===== src/rtl/uart_rx_pkg.sv =====
package uart_rx_pkg;
  localparam int unsigned DATA_MAX = 8;
  localparam int unsigned DATA_MIN = 5;

  typedef enum logic [2:0] {
    ST_IDLE   = 3'd0,
    ST_START  = 3'd1,
    ST_DATA   = 3'd2,
    ST_PARITY = 3'd3,
    ST_STOP   = 3'd4
  } rx_state_e;
endpackage


===== src/rtl/uart_rx_sync.sv =====
module uart_rx_sync #(
  parameter int unsigned STAGES    = 2,
  parameter logic        RESET_VAL = 1'b1
) (
  input  logic clk,
  input  logic rst_n,
  input  logic din,
  output logic dout
);
  logic [STAGES-1:0] chain;

  always_ff @(posedge clk) begin
    if (!rst_n) chain <= {STAGES{RESET_VAL}};
    else        chain <= {chain[STAGES-2:0], din};
  end

  assign dout = chain[STAGES-1];
endmodule


===== src/rtl/uart_rx_bitclk.sv =====
module uart_rx_bitclk #(
  parameter int unsigned OVS = 16
) (
  input  logic clk,
  input  logic rst_n,
  input  logic tick,
  input  logic run,
  input  logic rxs,
  output logic mid_tick,
  output logic vote_tick,
  output logic last_tick,
  output logic vote_bit
);
  localparam int unsigned CW  = $clog2(OVS);
  localparam int unsigned MID = OVS / 2;

  logic [CW-1:0] cnt;
  logic          s_early, s_mid;

  always_ff @(posedge clk) begin
    if (!rst_n) begin
      cnt <= '0;
    end else if (!run) begin
      cnt <= '0;
    end else if (tick) begin
      cnt <= (cnt == CW'(OVS - 1)) ? '0 : cnt + 1'b1;
    end
  end

  always_ff @(posedge clk) begin
    if (!rst_n) begin
      s_early <= 1'b1;
      s_mid   <= 1'b1;
    end else begin
      if (tick && cnt == CW'(MID - 1)) s_early <= rxs;
      if (tick && cnt == CW'(MID))     s_mid   <= rxs;
    end
  end

  assign mid_tick  = tick && (cnt == CW'(MID));
  assign vote_tick = tick && (cnt == CW'(MID + 1));
  assign last_tick = tick && (cnt == CW'(OVS - 1));
  assign vote_bit  = (s_early & s_mid) | (s_early & rxs) | (s_mid & rxs);

  // the vote position is reached only while a character is running
  assert_vote_in_run_R3: assert property (@(posedge clk) disable iff (!rst_n)
    vote_tick |-> run);
  // the oversample counter stays inside one bit time
  assert_cnt_bound_R3: assert property (@(posedge clk) disable iff (!rst_n)
    32'(cnt) < OVS);
endmodule


===== src/rtl/uart_rx_fsm.sv =====
module uart_rx_fsm
  import uart_rx_pkg::*;
(
  input  logic       clk,
  input  logic       rst_n,
  input  logic       rx_en,
  input  logic       tick,
  input  logic       rxs,
  input  logic       mid_tick,
  input  logic       vote_tick,
  input  logic       last_tick,
  input  logic       vote_bit,
  input  logic [1:0] cfg_len,
  input  logic       cfg_par_en,
  input  logic       cfg_par_odd,
  output logic       run,
  output logic       load,
  output logic [DATA_MAX-1:0] ld_data,
  output logic       ld_ferr,
  output logic       ld_perr
);
  rx_state_e           state;
  logic [2:0]          bit_idx;
  logic [1:0]          len_q;
  logic                par_en_q, par_odd_q, par_acc, perr_q;
  logic [DATA_MAX-1:0] shreg;
  logic                start_now;

  assign start_now = rx_en && tick && !rxs && (state == ST_IDLE);
  assign run       = (state != ST_IDLE) || start_now;

  always_ff @(posedge clk) begin
    if (!rst_n) begin
      state     <= ST_IDLE;
      bit_idx   <= '0;
      len_q     <= '0;
      par_en_q  <= 1'b0;
      par_odd_q <= 1'b0;
      par_acc   <= 1'b0;
      perr_q    <= 1'b0;
      shreg     <= '0;
      load      <= 1'b0;
      ld_data   <= '0;
      ld_ferr   <= 1'b0;
      ld_perr   <= 1'b0;
    end else begin
      load <= 1'b0;
      if (!rx_en) begin
        state <= ST_IDLE;
      end else begin
        case (state)
          ST_IDLE: if (start_now) begin
            state     <= ST_START;
            len_q     <= cfg_len;
            par_en_q  <= cfg_par_en;
            par_odd_q <= cfg_par_odd;
            par_acc   <= 1'b0;
            perr_q    <= 1'b0;
            bit_idx   <= '0;
          end
          ST_START: begin
            if (mid_tick && rxs) state <= ST_IDLE;
            else if (last_tick)  state <= ST_DATA;
          end
          ST_DATA: begin
            if (vote_tick) begin
              shreg   <= {vote_bit, shreg[DATA_MAX-1:1]};
              par_acc <= par_acc ^ vote_bit;
            end
            if (last_tick) begin
              bit_idx <= bit_idx + 3'd1;
              if (bit_idx == {1'b1, len_q}) state <= par_en_q ? ST_PARITY : ST_STOP;
            end
          end
          ST_PARITY: begin
            if (vote_tick) perr_q <= par_acc ^ vote_bit ^ par_odd_q;
            if (last_tick) state <= ST_STOP;
          end
          ST_STOP: if (vote_tick) begin
            load    <= 1'b1;
            ld_data <= shreg >> (2'd3 - len_q);
            ld_ferr <= !vote_bit;
            ld_perr <= par_en_q & perr_q;
            state   <= ST_IDLE;
          end
          default: state <= ST_IDLE;
        endcase
      end
    end
  end

  // a disabled receiver is idle and transfers nothing
  assert_disabled_idle_R9: assert property (@(posedge clk) disable iff (!rst_n)
    !rx_en |=> (state == ST_IDLE) && !load);
  // a high mid-start sample abandons the character
  assert_start_reject_R2: assert property (@(posedge clk) disable iff (!rst_n)
    (rx_en && state == ST_START && mid_tick && rxs) |=> state == ST_IDLE);
  // transfers come only from the first stop bit
  assert_load_from_stop_R7: assert property (@(posedge clk) disable iff (!rst_n)
    load |-> $past(state) == ST_STOP);
  // bits above the configured length are zero
  assert_upper_zero_R4: assert property (@(posedge clk) disable iff (!rst_n)
    load |-> (({24'b0, ld_data} >> (32'(len_q) + 32'd5)) == 32'd0));
endmodule


===== src/rtl/uart_rx_buf.sv =====
module uart_rx_buf #(
  parameter int unsigned DW = 8
) (
  input  logic          clk,
  input  logic          rst_n,
  input  logic          load,
  input  logic [DW-1:0] ld_data,
  input  logic          ld_ferr,
  input  logic          ld_perr,
  input  logic          out_ready,
  output logic          out_valid,
  output logic [DW-1:0] out_data,
  output logic          out_ferr,
  output logic          out_perr
);
  always_ff @(posedge clk) begin
    if (!rst_n) begin
      out_valid <= 1'b0;
      out_data  <= '0;
      out_ferr  <= 1'b0;
      out_perr  <= 1'b0;
    end else if (load) begin
      out_valid <= 1'b1;
      out_data  <= ld_data;
      out_ferr  <= ld_ferr;
      out_perr  <= ld_perr;
    end else if (out_valid && out_ready) begin
      out_valid <= 1'b0;
    end
  end

  // a transfer raises the flag
  assert_flag_set_R8: assert property (@(posedge clk) disable iff (!rst_n)
    load |=> out_valid);
  // a read with no new transfer drops the flag
  assert_flag_clear_R8: assert property (@(posedge clk) disable iff (!rst_n)
    (out_valid && out_ready && !load) |=> !out_valid);
  // an unread buffer holds still
  assert_hold_R8: assert property (@(posedge clk) disable iff (!rst_n)
    (out_valid && !out_ready && !load) |=> out_valid && $stable(out_data)
      && $stable(out_ferr) && $stable(out_perr));
endmodule


===== src/rtl/uart_rx_core.sv =====
module uart_rx_core
  import uart_rx_pkg::*;
#(
  parameter int unsigned OVS         = 16,
  parameter int unsigned SYNC_STAGES = 2
) (
  input  logic       clk,
  input  logic       rst_n,
  input  logic       rx_en,
  input  logic       os_tick,
  input  logic       rxd,
  input  logic [1:0] cfg_data_len,
  input  logic       cfg_parity_en,
  input  logic       cfg_parity_odd,
  output logic       rx_valid,
  input  logic       rx_ready,
  output logic [7:0] rx_data,
  output logic       rx_frame_err,
  output logic       rx_parity_err
);
  logic rxs, run, mid_tick, vote_tick, last_tick, vote_bit;
  logic load, ld_ferr, ld_perr;
  logic [DATA_MAX-1:0] ld_data;

  uart_rx_sync #(.STAGES(SYNC_STAGES), .RESET_VAL(1'b1)) u_sync (
    .clk(clk), .rst_n(rst_n), .din(rxd), .dout(rxs)
  );

  uart_rx_bitclk #(.OVS(OVS)) u_bitclk (
    .clk(clk), .rst_n(rst_n), .tick(os_tick), .run(run), .rxs(rxs),
    .mid_tick(mid_tick), .vote_tick(vote_tick), .last_tick(last_tick),
    .vote_bit(vote_bit)
  );

  uart_rx_fsm u_fsm (
    .clk(clk), .rst_n(rst_n), .rx_en(rx_en), .tick(os_tick), .rxs(rxs),
    .mid_tick(mid_tick), .vote_tick(vote_tick), .last_tick(last_tick),
    .vote_bit(vote_bit), .cfg_len(cfg_data_len), .cfg_par_en(cfg_parity_en),
    .cfg_par_odd(cfg_parity_odd), .run(run), .load(load), .ld_data(ld_data),
    .ld_ferr(ld_ferr), .ld_perr(ld_perr)
  );

  uart_rx_buf #(.DW(DATA_MAX)) u_buf (
    .clk(clk), .rst_n(rst_n), .load(load), .ld_data(ld_data),
    .ld_ferr(ld_ferr), .ld_perr(ld_perr), .out_ready(rx_ready),
    .out_valid(rx_valid), .out_data(rx_data), .out_ferr(rx_frame_err),
    .out_perr(rx_parity_err)
  );

  // nothing is flagged in the first cycle out of reset
  assert_reset_quiet_R1: assert property (@(posedge clk)
    $rose(rst_n) |-> !rx_valid && !rx_frame_err && !rx_parity_err);
endmodule


===== config.mk =====
export PLATFORM = sky130hd
export DESIGN_NAME = uart_rx_core
export DESIGN_NICKNAME = d
export VERILOG_FILES = /design/src/rtl/uart_rx_pkg.sv /design/src/rtl/uart_rx_sync.sv /design/src/rtl/uart_rx_bitclk.sv /design/src/rtl/uart_rx_fsm.sv /design/src/rtl/uart_rx_buf.sv /design/src/rtl/uart_rx_core.sv
export SDC_FILE = /design/constraint.sdc
export NUM_CORES = 1
export LEC_CHECK = 0
export BUFFER_PORTS_ARGS = -buffer_cell sky130_fd_sc_hd__buf_2
export CAP_MARGIN = 30
export CORE_MARGIN = 1
export CORE_UTILIZATION = 25
export DETAILED_ROUTE_END_ITERATION = 10
export PLACE_DENSITY_LB_ADDON = 0.2
export SETUP_SLACK_MARGIN = 0.2
export SLEW_MARGIN = 20
export SYNTH_ARGS = -nofsm -noshare
export SYNTH_HDL_FRONTEND = slang
export SYNTH_SLANG_ARGS = --single-unit

===== constraint.sdc =====
create_clock -name clk -period 1.9 [get_ports clk]
set_clock_uncertainty 0.15 [all_clocks]
set_input_delay 0.285 -clock clk [delete_from_list [all_inputs] [get_ports clk]]
set_output_delay 0.285 -clock clk [all_outputs]
set_load 0.01 [all_outputs]

Word level (Yosys, flattened, before mapping)
Index checks and enable logic that the tools add are counted.

Input bits: 10. Output and inout bits: 11. Flip-flop bits (word level): 50.

Eq/ne operators: 17. Muxes and demuxes: 21. Reduce and logical (&&, ||, !) cells: 27. Add/sub/neg operators: 3. Bitwise logic cells: 8. Shifts and indexed selects: 1.

Operators by type and width (count): 2-to-1 mux 3 bit (10); case mux 3 bit (5 select lines) (1); equality test 4 bit, second input constant (3); AND reduction 3 bit (4); AND reduction 4 bit (3); inequality test 2 bit, second input constant (5); logical AND 1 bit (9); >> shifter 8 x 2 -> 8 bit (1); equality test 3 x 2 -> 1 bit, second input constant (2); 2-to-1 mux 1 bit (6); case mux 3 bit (2 select lines) (1); AND reduction 6 bit (1); nonzero test 2 bit (3); adder 4 x 1 -> 4 bit, second input constant (1); AND 1 bit (4); equality test 4 x 3 -> 1 bit, second input constant (1); 2-to-1 mux 4 bit (1); inequality test 2 x 1 -> 1 bit, second input constant (2); case mux 1 bit (2 select lines) (2); AND reduction 2 bit (2); adder 3 x 1 -> 3 bit, second input constant (1); equality test 3 x 1 -> 1 bit, second input constant (1); equality test 3 bit (1); equality test 3 bit, second input constant (1); other kinds (8) (11).

Longest topological paths before layout
Gate-level depths: netlist (run 1).

Depth in word-level cells: 7. Gate-level depth with buffers: 8. Mapped depth without buffers: 6.

Hierarchy
Synthesis (run 1) repeated with hierarchy kept, for this count alone.

Cells, all modules: 255. Area total of the unflattened synthesis: 2396.0 um^2.

Modules (own cells, without submodules): uart_rx_fsm (seq. area each 620.6 um^2, instances 1, cells an instance 180, area each 1591.5 um^2); uart_rx_buf (seq. area each 220.2 um^2, instances 1, cells an instance 35, area each 411.6 um^2); uart_rx_bitclk (seq. area each 120.1 um^2, instances 1, cells an instance 36, area each 340.3 um^2); uart_rx_sync (seq. area each 40.0 um^2, instances 1, cells an instance 4, area each 52.6 um^2).

Worst setup path before layout (run 1)
Ideal clock, no wire load.

Path kind: register to register. From: register u_bitclk.cnt[0]. To: register u_fsm.state[0]. Buffers on the path: 0. Path slack: 0.188 ns. Library setup time: 0.123 ns. Clock period less this slack: 1.712 ns. Cell stages (with the launch flop): 6. Arrival: 1.438 ns. Path through: dfxtp_1 > ha_1 > nand4_1 > a222oi_1 > nand4b_1 > mux2i_1.

Word-level cells in the longest chain between the ends: 5. Elaborated cells on any way between the ends: 14. Classes of those cells: 7 x eq/ne; 2 x mux; 5 x reduce/logical.

Ends and longest elaborated chain: from (decl) (RTL line uart_rx_bitclk.sv:17) `logic [CW-1:0] cnt;`; from (signal assigned) (RTL line uart_rx_bitclk.sv:26) `cnt <= (cnt == CW'(OVS - 1)) ? '0 : cnt + 1'b1;`; equality test 4 bit (RTL line uart_rx_bitclk.sv:40) `assign mid_tick = tick && (cnt == CW'(MID));`; logical AND 1 bit (RTL line uart_rx_bitclk.sv:40); logical AND 1 bit (RTL line uart_rx_fsm.sv:62) `if (mid_tick && rxs) state <= ST_IDLE;`; inequality test 3 x 2 -> 1 bit (no line) / 2-to-1 mux 3 bit (equally long branches); AND reduction 6 bit (no line) / case mux 3 bit (5 select lines) (equally long branches); to (signal assigned) (RTL line uart_rx_fsm.sv:72) `if (bit_idx == {1'b1, len_q}) state <= par_en_q ? ST_PARITY : ST_STOP;`; to (decl) (RTL line uart_rx_fsm.sv:22) `rx_state_e state;`.

Parallel ways exist; a longest one is shown, timed or not. A chain may end at the register's enable or synchronous reset.

Worst setup path after layout (run 1)
From: register u_bitclk.cnt[1]. To: register u_fsm.bit_idx[0].

Word-level cells in the longest chain between the ends: 4.

Ends and longest elaborated chain: equality test 4 bit (RTL line uart_rx_bitclk.sv:42) `assign last_tick = tick && (cnt == CW'(OVS - 1));`; logical AND 1 bit (RTL line uart_rx_bitclk.sv:42); inequality test 2 bit (no line); AND reduction 4 bit (no line); to (signal assigned) (RTL line uart_rx_fsm.sv:71) `bit_idx <= bit_idx + 3'd1;`; to (decl) (RTL line uart_rx_fsm.sv:23) `logic [2:0] bit_idx;`.

Every way passes these cells.

==> results.py, run 1 <==
metrics = {
    "route": {
        "drt-pass1-iter-count": 4,
        "ant_nets": 0,
        "remaining_drc_errors": 0,
        "wl_um": 4840,
        "via_count": 1780,
        "dr.first_iter.drc_count": 57,
        "via_per_inst": 4.62,
        "post_drt_wl_per_cell_um": 12.6,
    },
    "global_routing": {
        "grt_max_degree": 28,
        "grt_overflow": 0,
        "antenna_found_initial": 0,
        "grt_pass1_wl_um": 8300,
        "grt_util_all_layers_pct": 10.8,
        "grt_pass1_vias": 1661,
    },
    "power": {
        "p_total_mw": 1.88,
        "leakage_nw": 1.12,
        "ir_drop_uv": 266,
        "power_density_nw_per_um2": 667,
    },
    "logic_synthesis": {
        "ys_ff_latch": 50,
        "netlist_instances": 244,
        "synth_area_um2": 2280,
        "yosysWarnings": 0,
        "syn_nets": 258,
        "syn_avg_cell_area_um2": 9.34,
        "async_flop_share_pct": 0,
        "ys_types": 47,
        "synth_edf_count": 0,
        "synth.yosys.seq_area_share_pct": 43.9,
        "synth_ff_type": "dfxtp_1",
    },
    "clock_network": {
        "clkTransAtPathRegs_ns": 0.10,
        "cts_tree": "done",
        "clk_latency_ns": 0.31,
        "cts.sinks": 50,
        "clock_path_buffers": 2,
        "cts-root-buf": "clkbuf_8",
        "cts_buffers": 5,
        "cts-htree-levels": 2,
    },
    "sta": {
        "slew-limit-headroom_pct": 60.4,
        "timing.final.max_slew_violations": 0,
        "period_share_pct": 91.5,
        "finalHoldViolations": 0,
        "max_freq_mhz": 575,
        "setup_viol": 0,
        "fin_tns_setup_ns": 0,
        "max_slew.worst_pin.slew_ns": 0.593,
        "rsz0062_at_grt": "yes",
        "finalCriticalPeriod_ns": 1.74,
    },
    "critical_path": {
        "slowest_stage": "or4_4",
        "max_stage_delay_ns": 0.41,
        "path_depth": 6,
        "path_buf_inv": 2,
        "r2r_setup_slack_ns": 0.16,
        "worstPathCellList": "ha_4 -> nand4_1 -> buf_4 -> buf_4 -> or4_4 -> a21oi_2",
        "r2r.worst_path.cells": 6,
        "critPathTopFamily": "simple AND/OR/NAND/NOR gates",
        "cp.required_ns": 2.00,
        "end_kind": "flip-flop",
        "critPathArrivalTime_ns": 1.84,
        "cp_common_cell": "buf_4",
        "start_kind": "flip-flop",
        "cp_max_fo": 3,
        "criticalPathCategory": "reg -> reg",
    },
    "placed_design": {
        "dp_hpwl_um": 3350,
        "place.gp.congestion": 0.801,
        "numPortBuffers": 20,
    },
    "finish": {
        "fill_cells": 924,
        "diodes": 0,
        "nets": 290,
        "drive_gt1_share_pct": 27.1,
        "syn2layout_area_growth_pct": 23.4,
    },
    "outcome": {
        "outcome": "finished, final reports clean",
    },
    "hold_path": {
        "holdPathStages": 3,
        "hp-class": "in -> reg",
    },
    "floorplanning": {
        "start_util_pct": 26.0,
        "die_h_um": 97.5,
        "core_area_um2": 8760,
        "rows": 34,
        "io_pins": 21,
        "dieArea_um2": 9500,
        "die_w_um": 97.5,
    },
    "flow_run": {
        "maxCapViolations": 0,
    },
}
[cell type report]
class                           count  area (um^2)  share of cell area (%)
Clock buffer                        5         68.8                    2.45
Clock inverter                      3         43.8                    1.56
Inverter                            9         33.8                    1.20
Multi-Input combinational cell    172         1250                    44.5
Sequential cell                    50         1010                    35.9
Tap cell                          108          135                    4.80
Timing Repair Buffer               38          270                    9.61
[kinds of logic after synthesis]
kind of cell | Yosys count | share of synthesized area, %
muxes | 32 | 16.4
AOI/OAI and AO/OA | 37 | 10.3
and+or+nand+nor | 93 | 20.8
buffers and inverters | 22 | 4.06
adders and majority gates | 5 | 2.64
xor gates and xnor gates | 5 | 1.92
DFF | 50 | 43.9
[cell usage after synthesis, types with 4 or more instances]
cell type  instances  area [um^2]
nand4_1            6         37.5
nor2_1            29          109
mux2i_1           26          260
clkbuf_1           4         15.0
buf_2              5         25.0
nand3_1           10         50.1
dfxtp_1           50         1000
o21ai_0            5         25.0
ha_1               4         50.1
nand2_1           21         78.8
mux4_2             4         90.1
a21oi_1           16         80.1
inv_1              8         30.0
o211ai_1           4         30.0
nand2b_1           5         31.3
[state kept, by name, indices dropped and copies added (netlist names), 2 cells and up]
register        flops
u_fsm.shreg         8
u_fsm.ld_data       8
u_bitclk.cnt        4
u_sync.chain        2
u_buf.out_data      8
u_fsm.state         3
u_fsm.len_q         2
u_fsm.bit_idx       3
[tightest hold or removal path, stage by stage]
cell,delay [ns]
buf_2,0.08
mux2i_1,0.05
nor2_1,0.07
[where the power goes]
| part | leakage (nW) | internal [mW] | total [mW] | switching, mW |
|---|---|---|---|---|
| logic | 0.656 | 0.0282 | 0.0694 | 0.0412 |
| registers | 0.405 | 1.05 | 1.05 | 0.00438 |
| clock network | 0.0585 | 0.395 | 0.754 | 0.359 |
[placed cells by master, fill, tap and decap left out, types with 3 or more instances in the layout]
master / synthesis / layout
dfxtp_1: 50 / 47
nor2_1: 29 / 29
mux2i_1: 26 / 25
nand2_1: 21 / 21
buf_2: 5 / 20
buf_4: 1 / 14
a21oi_1: 16 / 13
nand3_1: 10 / 8
inv_1: 8 / 7
nand4_1: 6 / 6
nand2b_1: 5 / 5
clkbuf_8: 0 / 5
o211ai_1: 4 / 4
o21ai_0: 5 / 4
mux4_2: 4 / 4
xnor2_1: 3 / 3
nor2b_1: 3 / 3
nand3_2: 1 / 3
a21oi_2: 0 / 3
ha_1: 4 / 3
[per-layer routing]
layer	wire length, um	GRT usage, %	up-vias
met5	0	0	-
met4	87	4.75	0
met3	148	2.59	7
met2	2130	16.4	24
met1	2470	14.4	818
li1	-	-	931
[repair_timing]
action | CTS | global route
buffers inserted | 3 | 3
endpoints found under the hold margin | 1 | 0
hold buffers | 1 | 0
pin swaps | 9 | 12
setup endpoints to repair | 25 | 21
resized for setup | 13 | 12
[final timing paths]
| path | start | endpoint |
|---|---|---|
| worst max register to register | u_bitclk.cnt[1]$_SDFFE_PN0P_ | u_fsm.bit_idx[0]$_SDFFE_PN0P_ |
| worst max-delay path | u_bitclk.cnt[1]$_SDFFE_PN0P_ | u_fsm.bit_idx[0]$_SDFFE_PN0P_ |
| worst min register to register | u_sync.chain[0]$_SDFF_PN1_ | u_sync.chain[1]$_SDFF_PN1_ |
| worst min-delay path | cfg_parity_odd | u_fsm.par_odd_q$_SDFFE_PN0P_ |
[through the flow]
step	util [%]	hold slack, ns	cell area, um^2	std cells	setup slack (ns)
2_1_floorplan	-	0.208	2280	244	0.215
3_3_place_gp	29.3	0.242	2560	370	0.0805
3_5_place_dp	29.3	0.244	2560	370	0.0125
4_1_cts	31.4	0.0449	2750	382	0.153
5_1_grt	32.1	0.0356	2810	385	0.0910
6_report	32.1	0.0477	2810	385	0.162
Power figures use the tool's default switching activity.
==> run 2, diff against run 1 <==
clock period = 1.93 ns   (was 1.9 ns; I/O delays follow)
==> run 2 against run 1 <==
Against the previous run: largest power group unchanged; combinational power is essentially flat; cell count shrank 0.26%; largest cell class unchanged; maximum frequency shrank 2.2%; utilization shrank 0.64 points; clock power shrank 13%; register-to-register slack is essentially flat; global-route usage grew 0.32 points; sequential power is essentially flat; via count is essentially flat.
==> results.py, run 2 (synthesized netlist as in run 1, its figures left out) <==
metrics = {
    "sta": {
        "fin_tns_setup_ns": 0,
        "finalCriticalPeriod_ns": 1.78,
        "finalHoldViolations": 0,
        "period_share_pct": 92.0,
        "max_freq_mhz": 563,
        "slew-limit-headroom_pct": 60.3,
        "rsz0062_at_grt": "yes",
        "setup_viol": 0,
        "holdWs_ns": 0.0737,
        "timing.final.max_slew_violations": 0,
        "max_slew.worst_pin.slew_ns": 0.595,
        "final.setup.worst_slack_ns": 0.154,
    },
    "critical_path": {
        "end_kind": "flip-flop",
        "cp.required_ns": 2.03,
        "r2r.worst_path.cells": 7,
        "worstPathCellList": "inv_2 -> ha_1 -> and4b_2 -> buf_6 -> nand2_1 -> or4_1 -> a21oi_1",
        "r2r_setup_slack_ns": 0.15,
        "start_kind": "flip-flop",
        "critPathTopFamily": "simple AND/OR/NAND/NOR gates",
        "slowest_stage": "or4_1",
        "critPathArrivalTime_ns": 1.88,
        "r2r-start": "u_bitclk.cnt[1]$_SDFFE_PN0P_",
        "max_stage_delay_ns": 0.39,
        "path_depth": 7,
        "path_buf_inv": 2,
        "cp_max_fo": 7,
        "rr_endpoint": "u_fsm.par_acc$_SDFFE_PN0P_",
        "criticalPathCategory": "reg -> reg",
    },
    "global_routing": {
        "grt_util_all_layers_pct": 11.1,
        "grt_pass1_vias": 1755,
        "grt_pass1_wl_um": 8600,
        "antenna_found_initial": 0,
        "grt_overflow": 0,
        "grt_max_degree": 38,
    },
    "clock_network": {
        "clk_latency_ns": 0.31,
        "cts.sinks": 50,
        "clkTransAtPathRegs_ns": 0.10,
        "cts-root-buf": "clkbuf_8",
        "cts_tree": "done",
        "cts_buffers": 5,
        "clock_path_buffers": 2,
        "cts-htree-levels": 2,
    },
    "finish": {
        "top_regs": "u_buf.out_data: 8 flops, u_fsm.ld_data: 8 flops, u_fsm.shreg: 8 flops",
        "mostFrequentLayoutCells": "dfxtp_1 (45), nor2_1 (29), mux2i_1 (26)",
        "utilization_pct": 31.5,
        "nets": 289,
        "drive_gt1_share_pct": 24.3,
        "fill_cells": 947,
        "syn2layout_area_growth_pct": 21.0,
        "final_common_cell": "dfxtp_1",
        "diodes": 0,
    },
    "route": {
        "post_drt_wl_per_cell_um": 12.8,
        "dr.first_iter.drc_count": 140,
        "remaining_drc_errors": 0,
        "drt-pass1-iter-count": 4,
        "ant_nets": 0,
        "via_per_inst": 4.64,
        "wl_um": 4900,
        "via_count": 1781,
    },
    "floorplanning": {
        "core_area_um2": 8760,
        "die_h_um": 97.5,
        "io_pins": 21,
        "start_util_pct": 26.0,
        "die_w_um": 97.5,
        "dieArea_um2": 9500,
        "rows": 34,
    },
    "hold_path": {
        "holdPathStages": 3,
        "hold_path_end": "u_fsm.len_q[1]$_SDFFE_PN0P_",
        "hp-class": "in -> reg",
        "worstHoldStart": "cfg_data_len[1]",
    },
    "power": {
        "p_total_mw": 1.76,
        "power_density_nw_per_um2": 639,
        "ir_drop_uv": 250,
        "leakage_nw": 1.11,
    },
    "placed_design": {
        "place.gp.congestion": 0.792,
        "pre_cts_ws_ns": 0.0679,
        "dp_hpwl_um": 3420,
        "numPortBuffers": 20,
    },
    "flow_run": {
        "maxCapViolations": 0,
    },
    "outcome": {
        "outcome": "finished, final reports clean",
    },
}
[run 2: changes by cell type in the layout (fill, tap and decap cells not counted), sizes merged]
cell	before	now
clkinv	1	2
bufinv	1	0
buf	37	36
[run 2: where the power goes]
group,total [mW],internal [mW],switching [mW],leakage (nW)
Combinational,0.0694,0.0278,0.0415,0.657
Sequential,1.04,1.03,0.00398,0.406
Clock,0.657,0.269,0.387,0.0502
[run 2: layer usage]
metal | vias to the layer above | track usage, % | part of all wire [%]
met5 | - | 0 | 0
met4 | 0 | 2.71 | 1.2
met2 | 34 | 16.6 | 44
met3 | 5 | 3.02 | 4.1
met1 | 812 | 15.7 | 51
li1 | 930 | - | -
[run 2: how the worst max path moves through the flow]
stage	from	endpoint	slack [ns]
6_report	u_bitclk.cnt[1]$_SDFFE_PN0P_	u_fsm.par_acc$_SDFFE_PN0P_	0.15
5_1_grt	u_bitclk.cnt[1]$_SDFFE_PN0P_	u_fsm.shreg[2]$_SDFFE_PN0P_	0.07
4_1_cts	u_fsm.state[1]$_SDFFE_PN0P_	u_fsm.state[0]$_SDFFE_PN0P_	0.20
3_5_place_dp	u_bitclk.cnt[0]$_SDFFE_PN0P_	u_fsm.state[0]$_SDFFE_PN0P_	0.07
3_3_place_gp	u_bitclk.cnt[0]$_SDFFE_PN0P_	u_fsm.state[0]$_SDFFE_PN0P_	0.11
2_1_floorplan	u_bitclk.cnt[0]$_SDFFE_PN0P_	u_fsm.state[0]$_SDFFE_PN0P_	0.22
[run 2: timing repair]
item,4_1_cts,5_1_grt
pin swaps,2,6
hold buffers,1,0
buffers inserted,1,2
hold endpoints to repair,1,0
gates resized for setup,7,11
endpoints found under the setup margin,16,26
[run 2: area by class of cell]
type	count	area, um^2	area share (%)
tap	108	135	4.90
clock buffer	5	68.8	2.50
timing repair buffer	37	263	9.53
clock inverter	3	28.8	1.04
multi-input combinational	172	1210	44.1
sequential	50	1010	36.7
inverter	9	33.8	1.23
[run 2: worst min-delay path: cells and delay by family]
family                 cells  cell delay [ns]
buffers and inverters      1             0.08
and+or+nand+nor            1             0.07
muxes                      1             0.05
[run 2: through the flow]
stage / cells / area (um^2)
after floorplan: 244 / 2280
after global placement: 372 / 2580
after detailed placement: 372 / 2580
after CTS: 382 / 2710
after global routing: 384 / 2760
final: 384 / 2760
